## config.mk

```make
export PLATFORM = sky130hd
export DESIGN_NAME = split_octal_panel
export DESIGN_NICKNAME = d
export VERILOG_FILES = /design/src/rtl/spo_pkg.sv /design/src/rtl/spo_refresh_timer.sv /design/src/rtl/spo_glyph_table.sv /design/src/rtl/spo_digit_source.sv /design/src/rtl/split_octal_panel.sv
export SDC_FILE = /design/constraint.sdc
export NUM_CORES = 1
export LEC_CHECK = 0
export BUFFER_PORTS_ARGS = -buffer_cell sky130_fd_sc_hd__buf_2
export CAP_MARGIN = 20
export CORE_UTILIZATION = 49
export CTS_BUF_LIST = sky130_fd_sc_hd__clkbuf_2 sky130_fd_sc_hd__clkbuf_4 sky130_fd_sc_hd__clkbuf_8
export CTS_CLUSTER_DIAMETER = 30
export DETAILED_ROUTE_END_ITERATION = 12
export GPL_TIMING_DRIVEN = 0
export PLACE_DENSITY_LB_ADDON = 0.15
export SETUP_SLACK_MARGIN = 0.15
export SLEW_MARGIN = 10
export SYNTH_ARGS = -nofsm -noshare
export SYNTH_HDL_FRONTEND = slang
export SYNTH_SLANG_ARGS = --single-unit
```

## constraint.sdc

```tcl
create_clock -name clk -period 5.1 [get_ports clk]
set_clock_uncertainty 0.2 [all_clocks]
set_input_delay 0.765 -clock clk [delete_from_list [all_inputs] [get_ports clk]]
set_output_delay 0.765 -clock clk [all_outputs]
set_load 0.005 [all_outputs]
```

## src/rtl/spo_pkg.sv

```systemverilog
package spo_pkg;
    localparam int NUM_DIGITS = 9;
    localparam int IDX_W      = $clog2(NUM_DIGITS);
    localparam int SEG_W      = 7;
    localparam int WORD_W     = 16;
    localparam int BYTE_W     = 8;

    typedef enum logic [1:0] {
        ST_IDLE,
        ST_LOAD,
        ST_SHOW
    } scan_state_t;

    localparam logic [SEG_W-1:0] GL_SPACE = 7'h00;
    localparam logic [SEG_W-1:0] GL_DASH  = 7'h40;
    localparam logic [SEG_W-1:0] GL_S     = 7'h6D;
    localparam logic [SEG_W-1:0] GL_P     = 7'h73;
    localparam logic [SEG_W-1:0] GL_A     = 7'h77;
    localparam logic [SEG_W-1:0] GL_F     = 7'h71;
    localparam logic [SEG_W-1:0] GL_B     = 7'h7C;
    localparam logic [SEG_W-1:0] GL_C     = 7'h39;
    localparam logic [SEG_W-1:0] GL_D     = 7'h5E;
    localparam logic [SEG_W-1:0] GL_E     = 7'h79;
    localparam logic [SEG_W-1:0] GL_H     = 7'h76;
    localparam logic [SEG_W-1:0] GL_L     = 7'h38;

    function automatic logic [SEG_W-1:0] octal_glyph(input logic [2:0] v);
        logic [SEG_W-1:0] r;
        unique case (v)
            3'd0: r = 7'h3F;
            3'd1: r = 7'h06;
            3'd2: r = 7'h5B;
            3'd3: r = 7'h4F;
            3'd4: r = 7'h66;
            3'd5: r = 7'h6D;
            3'd6: r = 7'h7D;
            default: r = 7'h07;
        endcase
        return r;
    endfunction

    function automatic logic [2:0] octal_part(input logic [BYTE_W-1:0] b, input int pos);
        logic [2:0] r;
        if (pos == 0)      r = {1'b0, b[7:6]};
        else if (pos == 1) r = b[5:3];
        else               r = b[2:0];
        return r;
    endfunction
endpackage

```

## src/rtl/spo_refresh_timer.sv

```systemverilog
module spo_refresh_timer #(
    parameter int DIV_W = 8
) (
    input  logic             clk,
    input  logic             rst_n,
    input  logic             run,
    input  logic [DIV_W-1:0] limit,
    output logic             tick
);
    logic [DIV_W-1:0] cnt_q;

    assign tick = run && (cnt_q >= limit);

    always_ff @(posedge clk or negedge rst_n) begin
        if (!rst_n) begin
            cnt_q <= '0;
        end else if (!run || tick) begin
            cnt_q <= '0;
        end else begin
            cnt_q <= cnt_q + 1'b1;
        end
    end
endmodule

```

## src/rtl/spo_glyph_table.sv

```systemverilog
module spo_glyph_table
    import spo_pkg::*;
#(
    parameter int POS = 0
) (
    input  logic [2:0]       reg_sel,
    output logic [SEG_W-1:0] glyph
);
    always_comb begin
        unique case (reg_sel)
            3'd0: glyph = (POS == 0) ? GL_SPACE : (POS == 1) ? GL_S : GL_P;
            3'd1: glyph = (POS == 0) ? GL_SPACE : (POS == 1) ? GL_A : GL_F;
            3'd2: glyph = (POS == 0) ? GL_SPACE : (POS == 1) ? GL_B : GL_C;
            3'd3: glyph = (POS == 0) ? GL_SPACE : (POS == 1) ? GL_D : GL_E;
            3'd4: glyph = (POS == 0) ? GL_SPACE : (POS == 1) ? GL_H : GL_L;
            3'd5: glyph = (POS == 0) ? GL_SPACE : (POS == 1) ? GL_P : GL_C;
            default: glyph = GL_DASH;
        endcase
    end
endmodule

```

## src/rtl/spo_digit_source.sv

```systemverilog
module spo_digit_source
    import spo_pkg::*;
(
    input  logic              reg_mode,
    input  logic [WORD_W-1:0] addr,
    input  logic [BYTE_W-1:0] data,
    input  logic [WORD_W-1:0] reg_val,
    input  logic [2:0]        reg_sel,
    input  logic [IDX_W-1:0]  idx,
    output logic [SEG_W-1:0]  code
);
    localparam int FIELDS = NUM_DIGITS / 3;

    logic [WORD_W-1:0] word;
    logic [SEG_W-1:0]  codes [NUM_DIGITS];

    assign word = reg_mode ? reg_val : addr;

    for (genvar g = 0; g < NUM_DIGITS; g++) begin : g_digit
        localparam int FIELD = g / 3;
        localparam int POS   = g % 3;
        if (FIELD < FIELDS - 1) begin : g_word
            logic [BYTE_W-1:0] byte_v;
            assign byte_v   = word[(FIELDS - 2 - FIELD) * BYTE_W +: BYTE_W];
            assign codes[g] = octal_glyph(octal_part(byte_v, POS));
        end else begin : g_right
            logic [SEG_W-1:0] name_glyph;
            spo_glyph_table #(.POS(POS)) u_glyph (
                .reg_sel (reg_sel),
                .glyph   (name_glyph)
            );
            assign codes[g] = reg_mode ? name_glyph
                                       : octal_glyph(octal_part(data, POS));
        end
    end

    always_comb begin
        code = '0;
        for (int i = 0; i < NUM_DIGITS; i++) begin
            if (idx == IDX_W'(i)) code = codes[i];
        end
    end
endmodule

```

## src/rtl/split_octal_panel.sv

```systemverilog
module split_octal_panel
    import spo_pkg::*;
#(
    parameter int DIV_W = 8
) (
    input  logic              clk,
    input  logic              rst_n,
    input  logic [DIV_W-1:0]  div_limit,
    input  logic              reg_mode,
    input  logic [15:0]       addr,
    input  logic [7:0]        data,
    input  logic [15:0]       reg_val,
    input  logic [2:0]        reg_sel,
    input  logic [8:0]        dp_en,
    input  logic [8:0]        blank,
    input  logic              irq_en_in,
    input  logic              monitor_in,
    input  logic              run_in,
    input  logic              power_in,
    output logic [8:0]        dig_sel,
    output logic [6:0]        seg,
    output logic              dp,
    output logic [3:0]        lamp
);
    localparam logic [IDX_W-1:0] LAST_IDX = IDX_W'(NUM_DIGITS - 1);

    scan_state_t            state_q, state_d;
    logic [IDX_W-1:0]       idx_q;
    logic                   tick;
    logic [SEG_W-1:0]       code;
    logic [NUM_DIGITS-1:0]  sel_q;
    logic [SEG_W-1:0]       seg_q;
    logic                   dp_q;
    logic [3:0]             lamp_q;
    logic                   cur_blank;
    logic                   cur_dp;

    spo_refresh_timer #(.DIV_W(DIV_W)) u_timer (
        .clk   (clk),
        .rst_n (rst_n),
        .run   (state_q == ST_SHOW),
        .limit (div_limit),
        .tick  (tick)
    );

    spo_digit_source u_source (
        .reg_mode (reg_mode),
        .addr     (addr),
        .data     (data),
        .reg_val  (reg_val),
        .reg_sel  (reg_sel),
        .idx      (idx_q),
        .code     (code)
    );

    always_comb begin
        cur_blank = 1'b0;
        cur_dp    = 1'b0;
        for (int i = 0; i < NUM_DIGITS; i++) begin
            if (idx_q == IDX_W'(i)) begin
                cur_blank = blank[i];
                cur_dp    = dp_en[i];
            end
        end
    end

    always_comb begin
        state_d = state_q;
        unique case (state_q)
            ST_IDLE: state_d = ST_LOAD;
            ST_LOAD: state_d = ST_SHOW;
            ST_SHOW: state_d = tick ? ST_LOAD : ST_SHOW;
            default: state_d = ST_IDLE;
        endcase
    end

    always_ff @(posedge clk or negedge rst_n) begin
        if (!rst_n) begin
            state_q <= ST_IDLE;
            idx_q   <= '0;
        end else begin
            state_q <= state_d;
            if (state_q == ST_SHOW && tick) begin
                idx_q <= (idx_q == LAST_IDX) ? '0 : idx_q + 1'b1;
            end
        end
    end

    always_ff @(posedge clk or negedge rst_n) begin
        if (!rst_n) begin
            sel_q  <= '0;
            seg_q  <= '0;
            dp_q   <= 1'b0;
            lamp_q <= '0;
        end else begin
            lamp_q <= {power_in, run_in, monitor_in, irq_en_in};
            unique case (state_q)
                ST_LOAD: begin
                    sel_q <= NUM_DIGITS'(1) << idx_q;
                    seg_q <= cur_blank ? '0 : code;
                    dp_q  <= cur_dp & ~cur_blank;
                end
                ST_SHOW: begin
                    if (tick) begin
                        sel_q <= '0;
                        seg_q <= '0;
                        dp_q  <= 1'b0;
                    end
                end
                default: begin
                    sel_q <= '0;
                    seg_q <= '0;
                    dp_q  <= 1'b0;
                end
            endcase
        end
    end

    assign dig_sel = sel_q;
    assign seg     = seg_q;
    assign dp      = dp_q;
    assign lamp    = lamp_q;
endmodule

```

==> reports/metrics.cfg, run 1 <==
[synthesis]
synth_area_leaders = dfrtp_1 24%, ha_1 5.2%, o21ai_0 4.3%
avgSynthCellArea_um2 = 8.19
synth_common_cells = 39 x nand2_1, 35 x dfrtp_1, 34 x nor2_1
synth_edf_count = 0
synthArstFlopShare_pct = 100
synth_most_common_cell = nand2_1
synth-main-ff-cell = dfrtp_1
syn_area_um2 = 3640
synth.distinct_cells = 71
ys_seq_area_share_pct = 24.1
synth_area_leader_cell = dfrtp_1
ys_ff_latch = 35
ys_warn_count = 0
synth_top_area_share_pct = 24.1
synthCells = 444
synth_nets = 535

[cells_and_area]
nFillCells = 729
final_layout_size_suffix_gt1_share_pct = 26.9
area_delta_synth_final_pct = 18.2
diodes = 0
final_net_count = 632

[timing]
hold_viol_final = 0
hold-worst-slack_ns = 0.262
finalMaxSlewViolations = 0
setup_viol = 0
min_period_ns = 2.84
postLayoutSetupSlackWorst_ns = 2.26
rsz0062_at_grt = false
max_slew_margin_pct = 50.1
max_freq_mhz = 352
period_share_pct = 55.8
tightest_slew_ns = 0.748
finalSetupTns_ns = 0

[worst_setup_path]
crit_chain = buf_2, ha_1, nand2b_1, a2111oi_2, a2111oi_2, nor3b_2, buf_4, nand2_1, o41ai_1
worstSetupStartpointType = input pin
cp.depth = 9
r2r_start = u_timer.cnt_q[0]
ff2ff_setup_slack_ns = 2.33
crit_top_cell = a2111oi_2
crit_family = simple AND/OR/NAND/NOR gates
r2r_cells = 9
critPathMaxStageDelay_ns = 0.60
crit_path_end = dig_sel[0]
worstPathRequired_ns = 5.06
crit_type = in -> reg
cpMaxStageDelayCell = nor3b_2
worstReg2RegEnd = dig_sel[0]
path_buf_inv = 2
crit_fanout = 10
cp.arrival_ns = 2.81
end_kind = flop
crit_start = div_limit[0]

[clock_network]
cts-htree-levels = 2
cts_sinks = 35
clockBufferDepth = 2
clockRootBuffer = clkbuf_8
holdBufCountCts = 0
clk_latency_ns = 0.28
tritoncts = yes
cts_buffers = 5
cts_setup_buffers = 0
ctsResizeCount = 0
cts.clk_slew.worst_paths_ns = 0.07

[grt]
grt_first_pass_wirelength_um = 16600
grt_use_total_pct = 27.6
grt-ovfl-total = 0
grt_max_degree = 36
antenna_found_initial = 0
grt_pass1_vias = 3354

[placement]
dp_hpwl_um = 8380
io_buffers = 90
place_congestion = 0.949
pre_cts_ws_ns = 1.96

[floorplan]
die_h_um = 88.2
io_pins = 97
dieArea_um2 = 7770
die_w_um = 88.2
core_area_um2 = 7210
initial_utilization_pct = 50.4
rows = 31

[drt]
ant_nets = 0
wirelength_um = 10400
viasPerCell = 5.75
wl_per_cell_um = 16.3
drc_errors = 0
vias = 3688
drt_iter0_markers = 211
first_pass_iters = 5

[power]
irDropWorstVdd_mv = 0.104
p_per_area_nw_per_um2 = 237
p_leak_nw = 1.91
power_w = 0.00102

[run_status]
outcome = finished clean

[hold_path]
hold_path_class = reg -> reg

[job]
maxCapViolations = 0

==> layout make-up <==
class	count	area, um^2	share of cell area (%)
Multi-Input combinational cell	357	2510	58.3
Sequential cell	35	876	20.4
Timing Repair Buffer	90	450	10.5
Buffer	31	174	4.04
Tap cell	99	124	2.88
Inverter	21	78.8	1.83
Clock buffer	5	68.8	1.60
Clock inverter	3	20.0	0.465
==> power by group <==
group	switching (W)	internal, W	total, W
Sequential	0.0000331	0.000318	0.000351
Combinational	0.000280	0.000196	0.000475
Clock	0.0000997	0.0000949	0.000195
==> flip-flops by register name, indices dropped and copies added, names as in the netlist <==
signal	count
dig_sel	9
u_timer.cnt_q	8
seg	7
idx_q	4
lamp	4
state_q	2
dp	1
==> stage by stage <==
stage          utilization [%]  instances  cell area, um^2
6_report                  59.6        641             4300
5_1_grt                   59.6        641             4300
4_1_cts                   59.6        641             4300
3_5_place_dp              58.4        633             4210
3_3_place_gp              58.4        633             4210
2_1_floorplan                -        444             3640
==> worst min path at each step <==
stage	start	endpoint	slack [ns]	depth (start not counted)
after floorplan	state_q[0]	state_q[0]	0.22	1
after detailed placement	state_q[1]	state_q[0]	0.25	1
after global placement	state_q[1]	state_q[0]	0.23	1
after global routing	state_q[0]	state_q[0]	0.28	1
after CTS	state_q[1]	state_q[0]	0.26	1
final	state_q[0]	state_q[0]	0.26	1
==> routing by layer <==
metal | share of wire [%] | vias to the layer above | global-route usage, %
met5 | 0 | - | 0
met4 | 1.4 | 0 | 7.48
met3 | 5.0 | 11 | 3.11
met2 | 46 | 131 | 44.8
met1 | 48 | 1711 | 38.8
li1 | - | 1835 | -
==> cell usage in the layout, fill, tap and decap left out, drive strengths merged, types with 3 or more instances in the layout <==
master   count
o31ai        6
mux2         9
a2111oi      6
a31oi        7
a22oi        4
nor3        15
xor2        12
buf        109
nand2       39
clkbuf      17
nand2b      10
o211ai       6
and3         4
ha          15
o21ai       36
o21a         4
o32ai        3
nor2b       12
a21o         4
a211oi      11
and2         3
xnor2       10
mux2i       15
nand3       13
a211o        3
maj3         4
nor3b        4
nor2        34
a21oi       23
and3b        3
dfrtp       35
inv         21
o22ai        5
or3          3
==> cells by family after synthesis <==
| group | after synthesis | share of synthesized area [%] |
|---|---|---|
| mux | 24 | 8.56 |
| simple gates | 151 | 21.6 |
| fa+ha+maj | 19 | 6.29 |
| xor+xnor | 22 | 5.30 |
| buf+inv | 52 | 6.95 |
| compound gates | 141 | 27.3 |
| flops | 35 | 24.1 |
==> worst register-to-register path: stages (launching register included) <==
cell and delay [ns]:
dfrtp_1 0.45, inv_1 0.07, ha_1 0.26, nand2b_1 0.15, a2111oi_2 0.39, a2111oi_2 0.10
nor3b_2 0.60, buf_4 0.30, nand2_1 0.08, o41ai_1 0.06
Note: power is estimated with default switching activity, not from simulation.
==> inputs of run 2 (changes only) <==
- ABC_AREA: unset -> 1
- clock period: 5.1 -> 2.75 ns (I/O delays scaled with it)
==> reports/metrics.cfg, run 2 <==
[run_status]
outcome = finished clean

[worst_setup_path]
crit_top_cell = nand2_1
worstReg2RegEnd = seg[6]
crit_path_end = seg[6]
ff2ff_setup_slack_ns = 0.34  ; -1.99 ns
crit_start = idx_q[0]
crit_type = reg -> reg
crit_fanout = 10  ; unchanged
worstPathRequired_ns = 2.72  ; -2.34 ns
cpMaxStageDelayCell = nor2_1
worstSetupStartpointType = flop
cp.arrival_ns = 2.39  ; -0.42 ns
r2r_cells = 10  ; +1
end_kind = flop
critPathMaxStageDelay_ns = 0.48  ; -0.12 ns
r2r_start = idx_q[0]
crit_chain = inv_1, ha_2, nand2_1, nor2_1, inv_1, clkbuf_1, a21oi_1, nor2_1, nand2_1, nand2_1

[grt]
grt_use_total_pct = 24.7  ; -2.9 points
grt-ovfl-total = 0  ; unchanged
grt_first_pass_wirelength_um = 14300  ; -14%
use_met1_pct = 33.2  ; -5.6 points
use_met3_pct = 2.19  ; -0.92 points
grt_pass1_vias = 3344  ; -0.30%
grt_max_degree = 36  ; unchanged
antenna_found_initial = 0  ; unchanged
grt_most_used_layer = met2
grtUsageMet2_pct = 42.4  ; -2.4 points

[drt]
drc_errors = 0  ; unchanged
drt_iter0_markers = 211  ; unchanged
wirelength_um = 8310  ; -20%
vias = 3673  ; -0.41%
ant_nets = 0  ; unchanged
first_pass_iters = 7  ; +2
wl_per_cell_um = 11.9  ; -27%
viasPerCell = 5.25  ; -8.8%

[placement]
pre_cts_ws_ns = 0.210  ; -1.75 ns
dp.cells = 690  ; +9.0%
dp_hpwl_um = 6730  ; -20%
place_congestion = 0.966  ; +1.8%
io_buffers = 95  ; +5.6%

[clock_network]
cts-htree-levels = 2  ; unchanged
clockRootBuffer = clkbuf_8
cts_buffers = 5  ; unchanged
cts_sinks = 35  ; unchanged
tritoncts = yes
clockBufferDepth = 2  ; unchanged
clk_latency_ns = 0.28  ; about the same
cts.clk_slew.worst_paths_ns = 0.07  ; about the same
holdBufCountCts = 0  ; unchanged

[synthesis]
syn_area_um2 = 3210  ; -12%
synth_compound_area_share_pct = 22.1  ; -5.2 points
synthAdderAreaFrac_pct = 5.85  ; -0.44 points
synth_common_cells = 174 x nand2_1, 57 x inv_1, 48 x nor2_1
synth.distinct_cells = 38  ; -46%
synthArstFlopShare_pct = 100  ; unchanged
synth_area_leaders = dfrtp_1 27%, nand2_1 20%, inv_1 6.7%
avgSynthCellArea_um2 = 6.19  ; -24%
synth_area_leader_cell = dfrtp_1
synth-xor-area-share_pct = 0.546  ; -4.7 points
synth_edf_count = 0  ; unchanged
synth_top_family_by_area = simple AND/OR/NAND/NOR gates
synth_top_area_share_pct = 27.3  ; +3.3 points
synth_nets = 609  ; +14%
synth-simple-area-share_pct = 34.7  ; +13 points
ys_seq_area_share_pct = 27.3  ; +3.3 points
synth_most_common_cell = nand2_1
ys_ff_latch = 35  ; unchanged
synth-main-ff-cell = dfrtp_1
ys_warn_count = 0  ; unchanged
synthCells = 518  ; +17%
synth.area.mux_share_pct = 0  ; -8.6 points

[cells_and_area]
diodes = 0  ; unchanged
final_net_count = 713  ; +13%
mostFrequentLayoutCell = nand2_1
most-common-layout-cells = 174 x nand2_1, 99 x buf_2, 57 x inv_1, 46 x nor2_1, 42 x a21oi_1
final_layout_size_suffix_gt1_share_pct = 23.0  ; -4.0 points
nFillCells = 633  ; -13%
area_delta_synth_final_pct = 22.6
stdcell_count = 700  ; +9.2%
largest_reg_flops = 9  ; unchanged

[floorplan]
dieArea_um2 = 6870  ; -12%
die_h_um = 82.9  ; -6.0%
io_pins = 97  ; unchanged
initial_utilization_pct = 50.5  ; about the same
die_w_um = 82.9  ; -6.0%
core_area_um2 = 6350  ; -12%
rows = 29  ; -6.5%

[hold_path]
hold_path_class = in -> async

[timing]
hold_viol_final = 0  ; unchanged
finalSetupTns_ns = 0  ; unchanged
rsz0062_at_grt = false
max_slew_margin_pct = 48.5  ; -1.6 points
period_share_pct = 87.8
setup_viol = 0  ; unchanged
tightest_slew_ns = 0.772  ; +0.0240 ns
finalMaxSlewViolations = 0  ; unchanged
min_period_ns = 2.41
postLayoutSetupSlackWorst_ns = 0.335  ; -1.92 ns
max_freq_mhz = 414

[power]
p_per_area_nw_per_um2 = 466  ; +96%
irDropWorstVdd_mv = 0.308  ; +190%
p_leak_nw = 2.19  ; +14%

[job]
maxCapViolations = 0  ; unchanged

-- run 2: critical path, delay by kind of cell (launching register included) --
kind	cells	cell delay, ns
compound gates	1	0.18
fa+ha+maj	1	0.23
buf+inv	3	0.53
flops	1	0.42
simple gates	5	0.75
-- run 2: how the worst min path moves through the flow --
stage / depth (start not counted) / start / endpoint
after floorplan: 0 / rst_n / dig_sel[0]
after detailed placement: 2 / seg[5] / seg[5]
after global routing: 1 / run_in / lamp[2]
final: 1 / rst_n / u_timer.cnt_q[7]
after CTS: 1 / rst_n / dig_sel[1]
after global placement: 1 / state_q[1] / state_q[0]
-- run 2: repair_timing --
item,in CTS,in global routing
buffers inserted,0,2
resized for setup,0,7
endpoints found under the setup margin,0,9
-- run 2: logic make-up after synthesis --
group,after synthesis
fa+ha+maj,15
flops,35
buf+inv,77
xor+xnor,2
compound gates,120
simple gates,269
-- run 2: metal layers --
| metal | wire length (um) | vias to the layer above |
|---|---|---|
| li1 | - | 1899 |
| met4 | 99 | 0 |
| met5 | 0 | - |
| met1 | 3880 | 1631 |
| met3 | 437 | 9 |
| met2 | 3890 | 134 |
-- run 2: power breakdown --
part / internal (W) / switching, W
clock: 0.000293 / 0.000174
sequential: 0.000580 / 0.0000634
combinational: 0.000248 / 0.000475
total: 0.00112 / 0.000712
-- run 2: per-stage QoR --
| step | util, % | area [um^2] | hold WS (ns) | total power [W] |
|---|---|---|---|---|
| global placement | 59.5 | 3780 | 0.259 | 0.00132 |
| detailed placement | 59.5 | 3780 | 0.264 | 0.00135 |
| global route | 61.9 | 3930 | 0.0198 | 0.00198 |
| CTS | 61.3 | 3890 | 0.0322 | 0.00182 |
| floorplan | - | 3210 | -0.0831 | 0.00111 |
| finish | 61.9 | 3930 | 0.00873 | 0.00183 |
-- run 2: final cells by class --
type,instances,area (um^2),area share (%)
tap,77,96.3,2.45
timing repair buffer,97,490,12.5
multi-input combinational,406,2040,52.0
buffer,11,58.8,1.50
clock inverter,2,35.0,0.891
sequential,35,876,22.3
inverter,66,248,6.30
clock buffer,6,82.6,2.10
==> inputs of run 3 (changes only) <==
- RECOVER_POWER: unset -> 50
==> reports/metrics.cfg, run 3 (synthesis results as in run 2) <==
[placement]
pre_cts_ws_ns = 0.210  ; unchanged
dp_hpwl_um = 6730  ; unchanged
dp.cells = 690  ; unchanged
placed_area_um2 = 3780  ; unchanged
place_congestion = 0.966  ; unchanged
io_buffers = 95  ; unchanged

[drt]
wirelength_um = 8330  ; +0.19%
first_pass_iters = 7  ; unchanged
wl_per_cell_um = 11.9  ; +0.19%
vias = 3681  ; +0.22%
drc_errors = 0  ; unchanged
drt_iter0_markers = 211  ; unchanged
ant_nets = 0  ; unchanged
viasPerCell = 5.26  ; +0.22%

[clock_network]
clockRootBuffer = clkbuf_8
cts.clk_slew.worst_paths_ns = 0.07  ; about the same
clk_latency_ns = 0.28  ; about the same
clockBufferDepth = 2  ; unchanged
cts_sinks = 35  ; unchanged
tritoncts = yes
cts_buffers = 5  ; unchanged
cts-htree-levels = 2  ; unchanged

[worst_setup_path]
worstPathRequired_ns = 2.72  ; about the same
worstSetupStartpointType = flop
crit_path_end = seg[6]
r2r_start = idx_q[0]
r2r_cells = 10  ; unchanged
cp.arrival_ns = 2.39  ; about the same
end_kind = flop
ff2ff_setup_slack_ns = 0.33  ; about the same
crit_start = idx_q[0]
worstReg2RegEnd = seg[6]
crit_fanout = 10  ; unchanged
crit_type = reg -> reg

[cells_and_area]
most-common-layout-cells = 174 x nand2_1, 97 x buf_2, 57 x inv_1, 46 x nor2_1, 42 x a21oi_1
multiInputGateArea_um2 = 2040  ; unchanged
mostFrequentLayoutCell = nand2_1
stdcell_count = 700  ; unchanged
largest_reg_flops = 9  ; unchanged
design_area_um2 = 3930  ; about the same
nFillCells = 634  ; +0.16%
seq_area_um2 = 876  ; unchanged
final_net_count = 713  ; unchanged
final_layout_size_suffix_gt1_share_pct = 22.6  ; -0.32 points
diodes = 0  ; unchanged
area_delta_synth_final_pct = 22.6  ; about the same

[power]
pwr-share-seq_pct = 35.1  ; about the same
switching_share_pct = 38.9  ; about the same
p_leak_nw = 2.18  ; -0.25%
power_w = 0.00183  ; about the same
p_clk_share_pct = 25.5  ; about the same
p_int_w = 0.00112  ; about the same
p_comb_share_pct = 39.4  ; about the same
p_sw_w = 0.000712  ; about the same
p_per_area_nw_per_um2 = 466  ; about the same
irDropWorstVdd_mv = 0.308  ; about the same

[grt]
grt-ovfl-total = 0  ; unchanged
grt_first_pass_wirelength_um = 14300  ; unchanged
grt_pass1_vias = 3344  ; unchanged
grt_use_total_pct = 24.7  ; unchanged
antenna_found_initial = 0  ; unchanged
grt_max_degree = 36  ; unchanged

[timing]
hold_viol_final = 0  ; unchanged
min_period_ns = 2.42  ; +0.00820 ns
finalSetupTns_ns = 0  ; unchanged
max_slew_margin_pct = -23.0  ; -72 points
setup_viol = 0  ; unchanged
rsz0062_at_grt = false
finalMaxSlewViolations = 36  ; +36
tightest_slew_ns = 1.84  ; +1.07 ns
max_freq_mhz = 413  ; -0.34%
period_share_pct = 88.1  ; +0.30 points
postLayoutSetupSlackWorst_ns = 0.327  ; -0.00820 ns

[floorplan]
die_h_um = 82.9  ; unchanged
core_area_um2 = 6350  ; unchanged
die_w_um = 82.9  ; unchanged
initial_utilization_pct = 50.5  ; unchanged
rows = 29  ; unchanged
io_pins = 97  ; unchanged
dieArea_um2 = 6870  ; unchanged

[run_status]
outcome = complete, but fails checks
violations = capacitance limit, slew limit

[hold_path]
hold_path_class = in -> reg

[job]
maxCapViolations = 1  ; +1

[run 3: what timing repair did]
item,in CTS,in global routing
setup endpoints to repair,0,9
resized for setup,0,7
hold buffers,0,0
buffers inserted,0,2
hold endpoints to repair,0,0
[run 3: worst min path at each step]
stage | from | depth (start not counted) | end
after floorplan | rst_n | 0 | dig_sel[0]
after global routing | run_in | 1 | lamp[2]
after global placement | state_q[1] | 1 | state_q[0]
after CTS | rst_n | 1 | dig_sel[1]
final | run_in | 1 | lamp[2]
after detailed placement | seg[5] | 2 | seg[5]
[run 3: layout make-up]
| cell class | count | share of cell area, % |
|---|---|---|
| plain buffers | 11 | 1.50 |
| clock buffers | 6 | 2.10 |
| clock inverters | 2 | 0.892 |
| inverters | 66 | 6.31 |
| multi-input cells | 406 | 52.0 |
| flip-flops and latches | 35 | 22.3 |
| well taps | 77 | 2.45 |
| repair buffers | 97 | 12.4 |
[run 3: through the flow]
stage	hold slack [ns]	util, %
floorplan	-0.0831	-
global placement	0.259	59.5
detailed placement	0.264	59.5
CTS	0.0322	61.3
global route	0.0198	61.9
finish	0.0391	61.9
[run 3: layer usage]
layer  global-route usage [%]  wire, um  vias to the layer above
met2                     42.4      3900                      137
met4                     6.74        98                        0
li1                         -         -                     1900
met1                     33.2      3890                     1635
met3                     2.19       446                        9
met5                        0         0                        -
[run 3: worst max-delay path: stages, from the launching register on]
cell and delay, ns:
dfrtp_1 0.42, inv_1 0.13, ha_2 0.23, nand2_1 0.07, nor2_1 0.48, inv_1 0.15, clkbuf_1 0.25, a21oi_1 0.18
nor2_1 0.07, nand2_1 0.08, nand2_1 0.05
[run 3: power groups by stage]
| stage | combinational (W) | clock (W) | sequential (W) |
|---|---|---|---|
| CTS | 0.000706 | 0.000476 | 0.000642 |
| floorplan | 0.000473 | 0 | 0.000640 |
| global route | 0.000825 | 0.000501 | 0.000655 |
| detailed placement | 0.000697 | 0 | 0.000652 |
| global placement | 0.000671 | 0 | 0.000648 |
| finish | 0.000723 | 0.000466 | 0.000643 |
